[src/rtl/mlseq_pkg.sv]
package mlseq_pkg;
    typedef enum logic [2:0] {
        PH_IDLE,
        PH_PRIV,
        PH_SHRD,
        PH_PEER,
        PH_MEM,
        PH_RESP
    } phase_e;

    localparam logic [1:0] SRC_PRIV = 2'd0;
    localparam logic [1:0] SRC_SHRD = 2'd1;
    localparam logic [1:0] SRC_PEER = 2'd2;
    localparam logic [1:0] SRC_MEM  = 2'd3;
endpackage

[src/rtl/mlseq_sat_ctr.sv]
module mlseq_sat_ctr #(
    parameter int CW = 16
) (
    input  logic          clk,
    input  logic          rst_n,
    input  logic          inc,
    output logic [CW-1:0] count
);
    localparam logic [CW-1:0] CMAX = '1;

    logic [CW-1:0] cnt_d, cnt_q;

    always_comb begin
        cnt_d = cnt_q;
        if (inc && cnt_q != CMAX) cnt_d = cnt_q + 1'b1;
    end

    always_ff @(posedge clk) begin
        if (!rst_n) cnt_q <= '0;
        else        cnt_q <= cnt_d;
    end

    assign count = cnt_q;

    assert_ctr_step_R9: assert property (@(posedge clk) disable iff (!rst_n)
        $past(inc) && $past(count) != CMAX |-> count == $past(count) + 1'b1);
    assert_ctr_hold_R9: assert property (@(posedge clk) disable iff (!rst_n)
        !$past(inc) |-> $stable(count));
endmodule

[src/rtl/mlseq_ctrl.sv]
module mlseq_ctrl
    import mlseq_pkg::*;
#(
    parameter int AW = 32,
    parameter int DW = 32
) (
    input  logic          clk,
    input  logic          rst_n,
    input  logic          excl_mode,
    input  logic          req_valid,
    input  logic [AW-1:0] req_addr,
    output logic          req_ready,
    output logic          resp_valid,
    output logic [1:0]    resp_src,
    output logic [DW-1:0] resp_data,
    output logic          priv_lkp_valid,
    output logic [AW-1:0] priv_lkp_addr,
    input  logic          priv_rsp_valid,
    input  logic          priv_rsp_hit,
    input  logic [DW-1:0] priv_rsp_data,
    output logic          shrd_lkp_valid,
    output logic [AW-1:0] shrd_lkp_addr,
    input  logic          shrd_rsp_valid,
    input  logic          shrd_rsp_hit,
    input  logic [DW-1:0] shrd_rsp_data,
    output logic          snp_lkp_valid,
    output logic [AW-1:0] snp_lkp_addr,
    input  logic          snp_rsp_valid,
    input  logic          snp_rsp_hit,
    input  logic [DW-1:0] snp_rsp_data,
    output logic          mem_rd_valid,
    output logic [AW-1:0] mem_rd_addr,
    input  logic          mem_rsp_valid,
    input  logic [DW-1:0] mem_rsp_data
);
    typedef struct packed {
        phase_e        ph;
        logic          issue;
        logic          excl;
        logic [AW-1:0] addr;
        logic [1:0]    src;
        logic [DW-1:0] data;
    } seq_t;

    seq_t s_d, s_q;

    always_comb begin
        s_d       = s_q;
        s_d.issue = 1'b0;
        unique case (s_q.ph)
            PH_IDLE: begin
                if (req_valid) begin
                    s_d.ph    = PH_PRIV;
                    s_d.addr  = req_addr;
                    s_d.excl  = excl_mode;
                    s_d.issue = 1'b1;
                end
            end
            PH_PRIV: begin
                if (!s_q.issue && priv_rsp_valid) begin
                    if (priv_rsp_hit) begin
                        s_d.ph   = PH_RESP;
                        s_d.src  = SRC_PRIV;
                        s_d.data = priv_rsp_data;
                    end else begin
                        s_d.ph    = PH_SHRD;
                        s_d.issue = 1'b1;
                    end
                end
            end
            PH_SHRD: begin
                if (!s_q.issue && shrd_rsp_valid) begin
                    if (shrd_rsp_hit) begin
                        s_d.ph   = PH_RESP;
                        s_d.src  = SRC_SHRD;
                        s_d.data = shrd_rsp_data;
                    end else begin
                        s_d.ph    = s_q.excl ? PH_PEER : PH_MEM;
                        s_d.issue = 1'b1;
                    end
                end
            end
            PH_PEER: begin
                if (!s_q.issue && snp_rsp_valid) begin
                    if (snp_rsp_hit) begin
                        s_d.ph   = PH_RESP;
                        s_d.src  = SRC_PEER;
                        s_d.data = snp_rsp_data;
                    end else begin
                        s_d.ph    = PH_MEM;
                        s_d.issue = 1'b1;
                    end
                end
            end
            PH_MEM: begin
                if (!s_q.issue && mem_rsp_valid) begin
                    s_d.ph   = PH_RESP;
                    s_d.src  = SRC_MEM;
                    s_d.data = mem_rsp_data;
                end
            end
            PH_RESP: s_d.ph = PH_IDLE;
            default: s_d.ph = PH_IDLE;
        endcase
    end

    always_ff @(posedge clk) begin
        if (!rst_n) begin
            s_q.ph    <= PH_IDLE;
            s_q.issue <= 1'b0;
            s_q.excl  <= 1'b0;
            s_q.addr  <= '0;
            s_q.src   <= '0;
            s_q.data  <= '0;
        end else begin
            s_q <= s_d;
        end
    end

    assign req_ready      = (s_q.ph == PH_IDLE);
    assign resp_valid     = (s_q.ph == PH_RESP);
    assign resp_src       = s_q.src;
    assign resp_data      = s_q.data;
    assign priv_lkp_valid = (s_q.ph == PH_PRIV) && s_q.issue;
    assign shrd_lkp_valid = (s_q.ph == PH_SHRD) && s_q.issue;
    assign snp_lkp_valid  = (s_q.ph == PH_PEER) && s_q.issue;
    assign mem_rd_valid   = (s_q.ph == PH_MEM)  && s_q.issue;
    assign priv_lkp_addr  = s_q.addr;
    assign shrd_lkp_addr  = s_q.addr;
    assign snp_lkp_addr   = s_q.addr;
    assign mem_rd_addr    = s_q.addr;

    assert_busy_after_accept_R2: assert property (@(posedge clk) disable iff (!rst_n)
        req_valid && req_ready |=> !req_ready);
    assert_priv_first_R3: assert property (@(posedge clk) disable iff (!rst_n)
        priv_lkp_valid |-> $past(req_valid && req_ready));
    assert_shrd_after_priv_miss_R5: assert property (@(posedge clk) disable iff (!rst_n)
        shrd_lkp_valid |-> $past(priv_rsp_valid && !priv_rsp_hit));
    assert_snoop_only_excl_R7: assert property (@(posedge clk) disable iff (!rst_n)
        snp_lkp_valid |-> $past(shrd_rsp_valid && !shrd_rsp_hit) && s_q.excl);
    assert_mem_last_R8: assert property (@(posedge clk) disable iff (!rst_n)
        mem_rd_valid |-> $past(shrd_rsp_valid && !shrd_rsp_hit) ||
                         $past(snp_rsp_valid && !snp_rsp_hit));
    assert_one_strobe_R11: assert property (@(posedge clk) disable iff (!rst_n)
        $onehot0({priv_lkp_valid, shrd_lkp_valid, snp_lkp_valid, mem_rd_valid}));
    assert_resp_pulse_R12: assert property (@(posedge clk) disable iff (!rst_n)
        resp_valid |=> !resp_valid && req_ready);
endmodule

[src/rtl/mlseq_top.sv]
module mlseq_top #(
    parameter int AW = 32,
    parameter int DW = 32,
    parameter int CW = 16
) (
    input  logic          clk,
    input  logic          rst_n,
    input  logic          excl_mode,
    input  logic          req_valid,
    input  logic [AW-1:0] req_addr,
    output logic          req_ready,
    output logic          resp_valid,
    output logic [1:0]    resp_src,
    output logic [DW-1:0] resp_data,
    output logic          priv_lkp_valid,
    output logic [AW-1:0] priv_lkp_addr,
    input  logic          priv_rsp_valid,
    input  logic          priv_rsp_hit,
    input  logic [DW-1:0] priv_rsp_data,
    output logic          shrd_lkp_valid,
    output logic [AW-1:0] shrd_lkp_addr,
    input  logic          shrd_rsp_valid,
    input  logic          shrd_rsp_hit,
    input  logic [DW-1:0] shrd_rsp_data,
    output logic          snp_lkp_valid,
    output logic [AW-1:0] snp_lkp_addr,
    input  logic          snp_rsp_valid,
    input  logic          snp_rsp_hit,
    input  logic [DW-1:0] snp_rsp_data,
    output logic          mem_rd_valid,
    output logic [AW-1:0] mem_rd_addr,
    input  logic          mem_rsp_valid,
    input  logic [DW-1:0] mem_rsp_data,
    output logic [CW-1:0] snoop_count
);
    mlseq_ctrl #(.AW(AW), .DW(DW)) u_ctrl (
        .clk            (clk),
        .rst_n          (rst_n),
        .excl_mode      (excl_mode),
        .req_valid      (req_valid),
        .req_addr       (req_addr),
        .req_ready      (req_ready),
        .resp_valid     (resp_valid),
        .resp_src       (resp_src),
        .resp_data      (resp_data),
        .priv_lkp_valid (priv_lkp_valid),
        .priv_lkp_addr  (priv_lkp_addr),
        .priv_rsp_valid (priv_rsp_valid),
        .priv_rsp_hit   (priv_rsp_hit),
        .priv_rsp_data  (priv_rsp_data),
        .shrd_lkp_valid (shrd_lkp_valid),
        .shrd_lkp_addr  (shrd_lkp_addr),
        .shrd_rsp_valid (shrd_rsp_valid),
        .shrd_rsp_hit   (shrd_rsp_hit),
        .shrd_rsp_data  (shrd_rsp_data),
        .snp_lkp_valid  (snp_lkp_valid),
        .snp_lkp_addr   (snp_lkp_addr),
        .snp_rsp_valid  (snp_rsp_valid),
        .snp_rsp_hit    (snp_rsp_hit),
        .snp_rsp_data   (snp_rsp_data),
        .mem_rd_valid   (mem_rd_valid),
        .mem_rd_addr    (mem_rd_addr),
        .mem_rsp_valid  (mem_rsp_valid),
        .mem_rsp_data   (mem_rsp_data)
    );

    mlseq_sat_ctr #(.CW(CW)) u_snoop_ctr (
        .clk   (clk),
        .rst_n (rst_n),
        .inc   (snp_lkp_valid),
        .count (snoop_count)
    );
endmodule

[config.mk]
export PLATFORM = sky130hd
export DESIGN_NAME = mlseq_top
export DESIGN_NICKNAME = d
export VERILOG_FILES = /design/src/rtl/mlseq_pkg.sv /design/src/rtl/mlseq_sat_ctr.sv /design/src/rtl/mlseq_ctrl.sv /design/src/rtl/mlseq_top.sv
export SDC_FILE = /design/constraint.sdc
export NUM_CORES = 1
export LEC_CHECK = 0
export ABC_AREA = 0
export BUFFER_PORTS_ARGS = -buffer_cell sky130_fd_sc_hd__buf_4
export CORE_AREA = 2 2 139 141
export CTS_CLUSTER_SIZE = 16
export DETAILED_ROUTE_END_ITERATION = 7
export DIE_AREA = 0 0 141 143
export PLACE_DENSITY = 0.7
export SYNTH_ARGS = -nofsm -noshare
export SYNTH_HDL_FRONTEND = slang
export SYNTH_HIERARCHICAL = 1
export SYNTH_SLANG_ARGS = --single-unit
[constraint.sdc]
create_clock -name clk -period 5.18 [get_ports clk]
set_clock_uncertainty 0.05 [all_clocks]
set_input_delay 0.259 -clock clk [delete_from_list [all_inputs] [get_ports clk]]
set_output_delay 0.259 -clock clk [all_outputs]
set_load 0.01 [all_outputs]
==> run_results.csv <==
group,metric,value,unit
grt,grt_pass1_vias,4737,
detailed_routing,routed_via_density,4.73,
place,dp_slack,2.75,ns
timing,whs,0.106,ns
die,io_pins,355,
critical_path,critPathMaxFanout,28,
layout,final_core_util,41.4,%
grt,grt_pass1_wl,24800,um
synth,synth_cells,727,
synth,synth_ff_type,"dfxtp_1",
hold_path,min_from,"req_addr[8]",
critical_path,crit_chain,"buf_4 > nor2b_1 > and3_1 > buf_4",
timing,finalCriticalPeriod,2.60,ns
critical_path,cpLargestDelayFamily,"flip-flops",
synth,synthTopCellsByArea,"dfxtp_1, buf_4, nand2_1, mux2i_1, a221o_1",
clock_network,cts_tree,"yes",
detailed_routing,routed_wl,16700,um
critical_path,rr_worst_depth,5,
synth,yosys.cell_count.top_type,"buf_4",
timing,worst_slack,2.58,ns
clock_network,cts_resized,0,
synth,synth_cell_types,55,
die,die_width,141,um
grt,antenna_found_initial,0,
critical_path,rrSetupSlack,2.66,ns
clock_network,cts-root-buf,"clkbuf_16",
layout,drive_gt1_share,43.0,%
timing,hold_viol,0,
synth,synthArstFlopShare,0,%
grt,gr-usage-all-layers,15.5,%
layout,area_growth,32.5,%
critical_path,critPathKind,"flop to output pin",
timing,worstMarginPinSlew,1.06,ns
clock_network,postCtsHoldBufs,0,
timing,timing.fmax,385,MHz
power_and_ir_drop,ir_drop,0.000149,V
place,hpwl,12600,um
detailed_routing,vias,5347,
synth,synth.avg_cell_area,7.99,sq um
place,place.gp.congestion,0.806,
place,io_buffers,354,
clock_network,clockBufferDepth,2,
die,die_h,143,um
critical_path,reg2reg_to,"u_snoop_ctr/count[13]$_SDFFE_PN0P_",
critical_path,cpMostUsedCell,"buf_4",
layout,n_fill_cell,1891,
timing,rsz0062_at_grt,"false",
synth,yosysTopAreaCellShare,30.0,%
critical_path,timing.critical_path.buf_inv,2,
die,fp-row-count,50,
grt,grt_max_degree,112,
synth,yosysTopAreaCell,"dfxtp_1",
critical_path,arrival,2.29,ns
die,dieArea,0.0202,sq mm
clock_network,numCtsBuffers,9,
die,core-area,0.0186,sq mm
flow_run,maxCapViolCount,0,
status,status,"finished, final reports clean",
critical_path,required,4.87,ns
clock_network,path_clk_slew,0.07,ns
detailed_routing,wl_per_cell,14.7,um
synth,synth_seq_cells,87,
hold_path,hold_path.class,"input port to flop",
detailed_routing,drcViolationCount,0,
hold_path,hold_depth,3,
power_and_ir_drop,p_leak,3.51,nW
timing,setup_tns,0,ns
layout,antenna_cells,0,
hold_path,min_to,"u_ctrl/mem_rd_addr[8]$_SDFFE_PN0P_",
timing,period_share,50.2,%
critical_path,crit_slowest_cell,"dfxtp_2",
die,initial_utilization,31.3,%
synth,ys_seq_area_share,30.0,%
synth,yosys_warnings,6,
critical_path,cp-end-kind,"output pin",
synth,netlist_area,0.00581,sq mm
synth,yosys-top-cells-count,"buf_4, nand2_1, dfxtp_1",
detailed_routing,dr.pass1.iters,4,
detailed_routing,drtIter0Drc,247,
detailed_routing,antenna_left,0,
clock_network,post_cts_buffers,0,
synth,synth_edf_count,0,
power_and_ir_drop,pwr_density_cell,254,mW/mm^2
clock_network,clkLatencyLatePin,0.35,ns
layout,area.sequential,0.00174,sq mm
layout,layout.nets,1064,
critical_path,startpoint_type,"flop",
timing,maxSlewViolCount,0,
critical_path,max_stage_delay,0.82,ns
timing,setup_viol,0,
clock_network,htreeDepth,3,
layout,multi_input_area,0.00260,sq mm
grt,gr-total-overflow,0,
synth,syn_nets,899,
critical_path,r2r_start,"u_ctrl/s_q[69]$_SDFFE_PN0P_",
timing,maxSlewHeadroom,29.5,%
clock_network,numClockSinks,87,
state kept, by name, summed over array words and instances (netlist names):
register,count
u_ctrl/mem_rd_addr,32
u_ctrl/resp_data,32
u_snoop_ctr/count,16
u_ctrl/s_q,5
u_ctrl/resp_src,2
cell families after synthesis:
kind of cell	synth area share, %
AOI/OAI and AO/OA	17.5
xor gates and xnor gates	0.301
adders and majority gates	0.215
buffers and inverters	25.6
DFF	30.0
muxes	6.37
and+or+nand+nor	20.0
tightest hold or removal path: stages:
cell and delay, ns:
buf_4 0.10, nand2_1 0.04, a21boi_1 0.05
how the worst max path moves through the flow:
stage,from,endpoint,slack (ns),depth (start not counted)
floorplan,u_ctrl/s_q[68]$_SDFFE_PN0P_,u_snoop_ctr/count[7]$_SDFFE_PN0P_,3.17,7
global placement,u_ctrl/s_q[69]$_SDFFE_PN0P_,u_snoop_ctr/count[9]$_SDFFE_PN0P_,2.83,5
detailed placement,u_ctrl/s_q[69]$_SDFFE_PN0P_,u_snoop_ctr/count[9]$_SDFFE_PN0P_,2.75,5
CTS,u_ctrl/s_q[68]$_SDFFE_PN0P_,priv_lkp_valid,2.58,4
global route,u_ctrl/s_q[68]$_SDFFE_PN0P_,resp_valid,2.41,4
finish,u_ctrl/s_q[68]$_SDFFE_PN0P_,priv_lkp_valid,2.58,4
stage by stage:
stage          cells  cell area, sq um  total power (W)
5_1_grt         1131              7700          0.00206
4_1_cts         1131              7700          0.00199
3_5_place_dp    1115              7370          0.00126
3_3_place_gp    1115              7370          0.00125
6_report        1131              7700          0.00195
2_1_floorplan    727              5810          0.00110
area by class of cell:
type / instances / area share [%]
clock buffers: 9 / 2.92
clock inverters: 7 / 1.33
multi-input cells: 426 / 33.7
inverters: 6 / 0.292
well taps: 234 / 3.80
repair buffers: 362 / 35.3
flip-flops and latches: 87 / 22.6
placed cells by master (no fill, tap or decap), types with 2 or more instances in the layout:
cell type | netlist | final
a21boi_0 | 7 | 7
buf_4 | 169 | 362
nand4b_1 | 2 | 2
o31ai_1 | 5 | 5
nor2b_1 | 7 | 7
nand3_1 | 40 | 40
clkbuf_16 | 0 | 9
and2_1 | 3 | 3
a21oi_1 | 13 | 13
a221o_1 | 31 | 31
nor4_1 | 3 | 3
o21ai_1 | 34 | 34
o221ai_1 | 2 | 2
o21ai_0 | 9 | 9
clkinv_4 | 0 | 2
or3_1 | 2 | 2
and3_1 | 3 | 3
bufinv_16 | 0 | 2
nand2b_1 | 6 | 6
inv_6 | 0 | 2
mux2i_1 | 37 | 37
inv_1 | 6 | 6
nand4_1 | 4 | 4
a211oi_1 | 2 | 2
and4_1 | 3 | 3
or4_1 | 6 | 6
nor2_1 | 41 | 40
dfxtp_1 | 87 | 86
nand2_1 | 113 | 113
nor3_1 | 2 | 2
a31oi_1 | 2 | 2
a21boi_1 | 27 | 27
power by group:
part	switching (W)	internal, W
combinational	0.000212	0.000265
sequential	0.0000481	0.000708
clock	0.000292	0.000428
metal layers:
metal / track usage (%) / up-vias / wire [um]
met4: 5.63 / 0 / 244
li1: - / 2679 / -
met5: 0 / - / 0
met1: 17.5 / 2410 / 6580
met2: 28.1 / 246 / 8450
met3: 4.12 / 12 / 1390
Note: power is estimated with default switching activity, not from simulation.
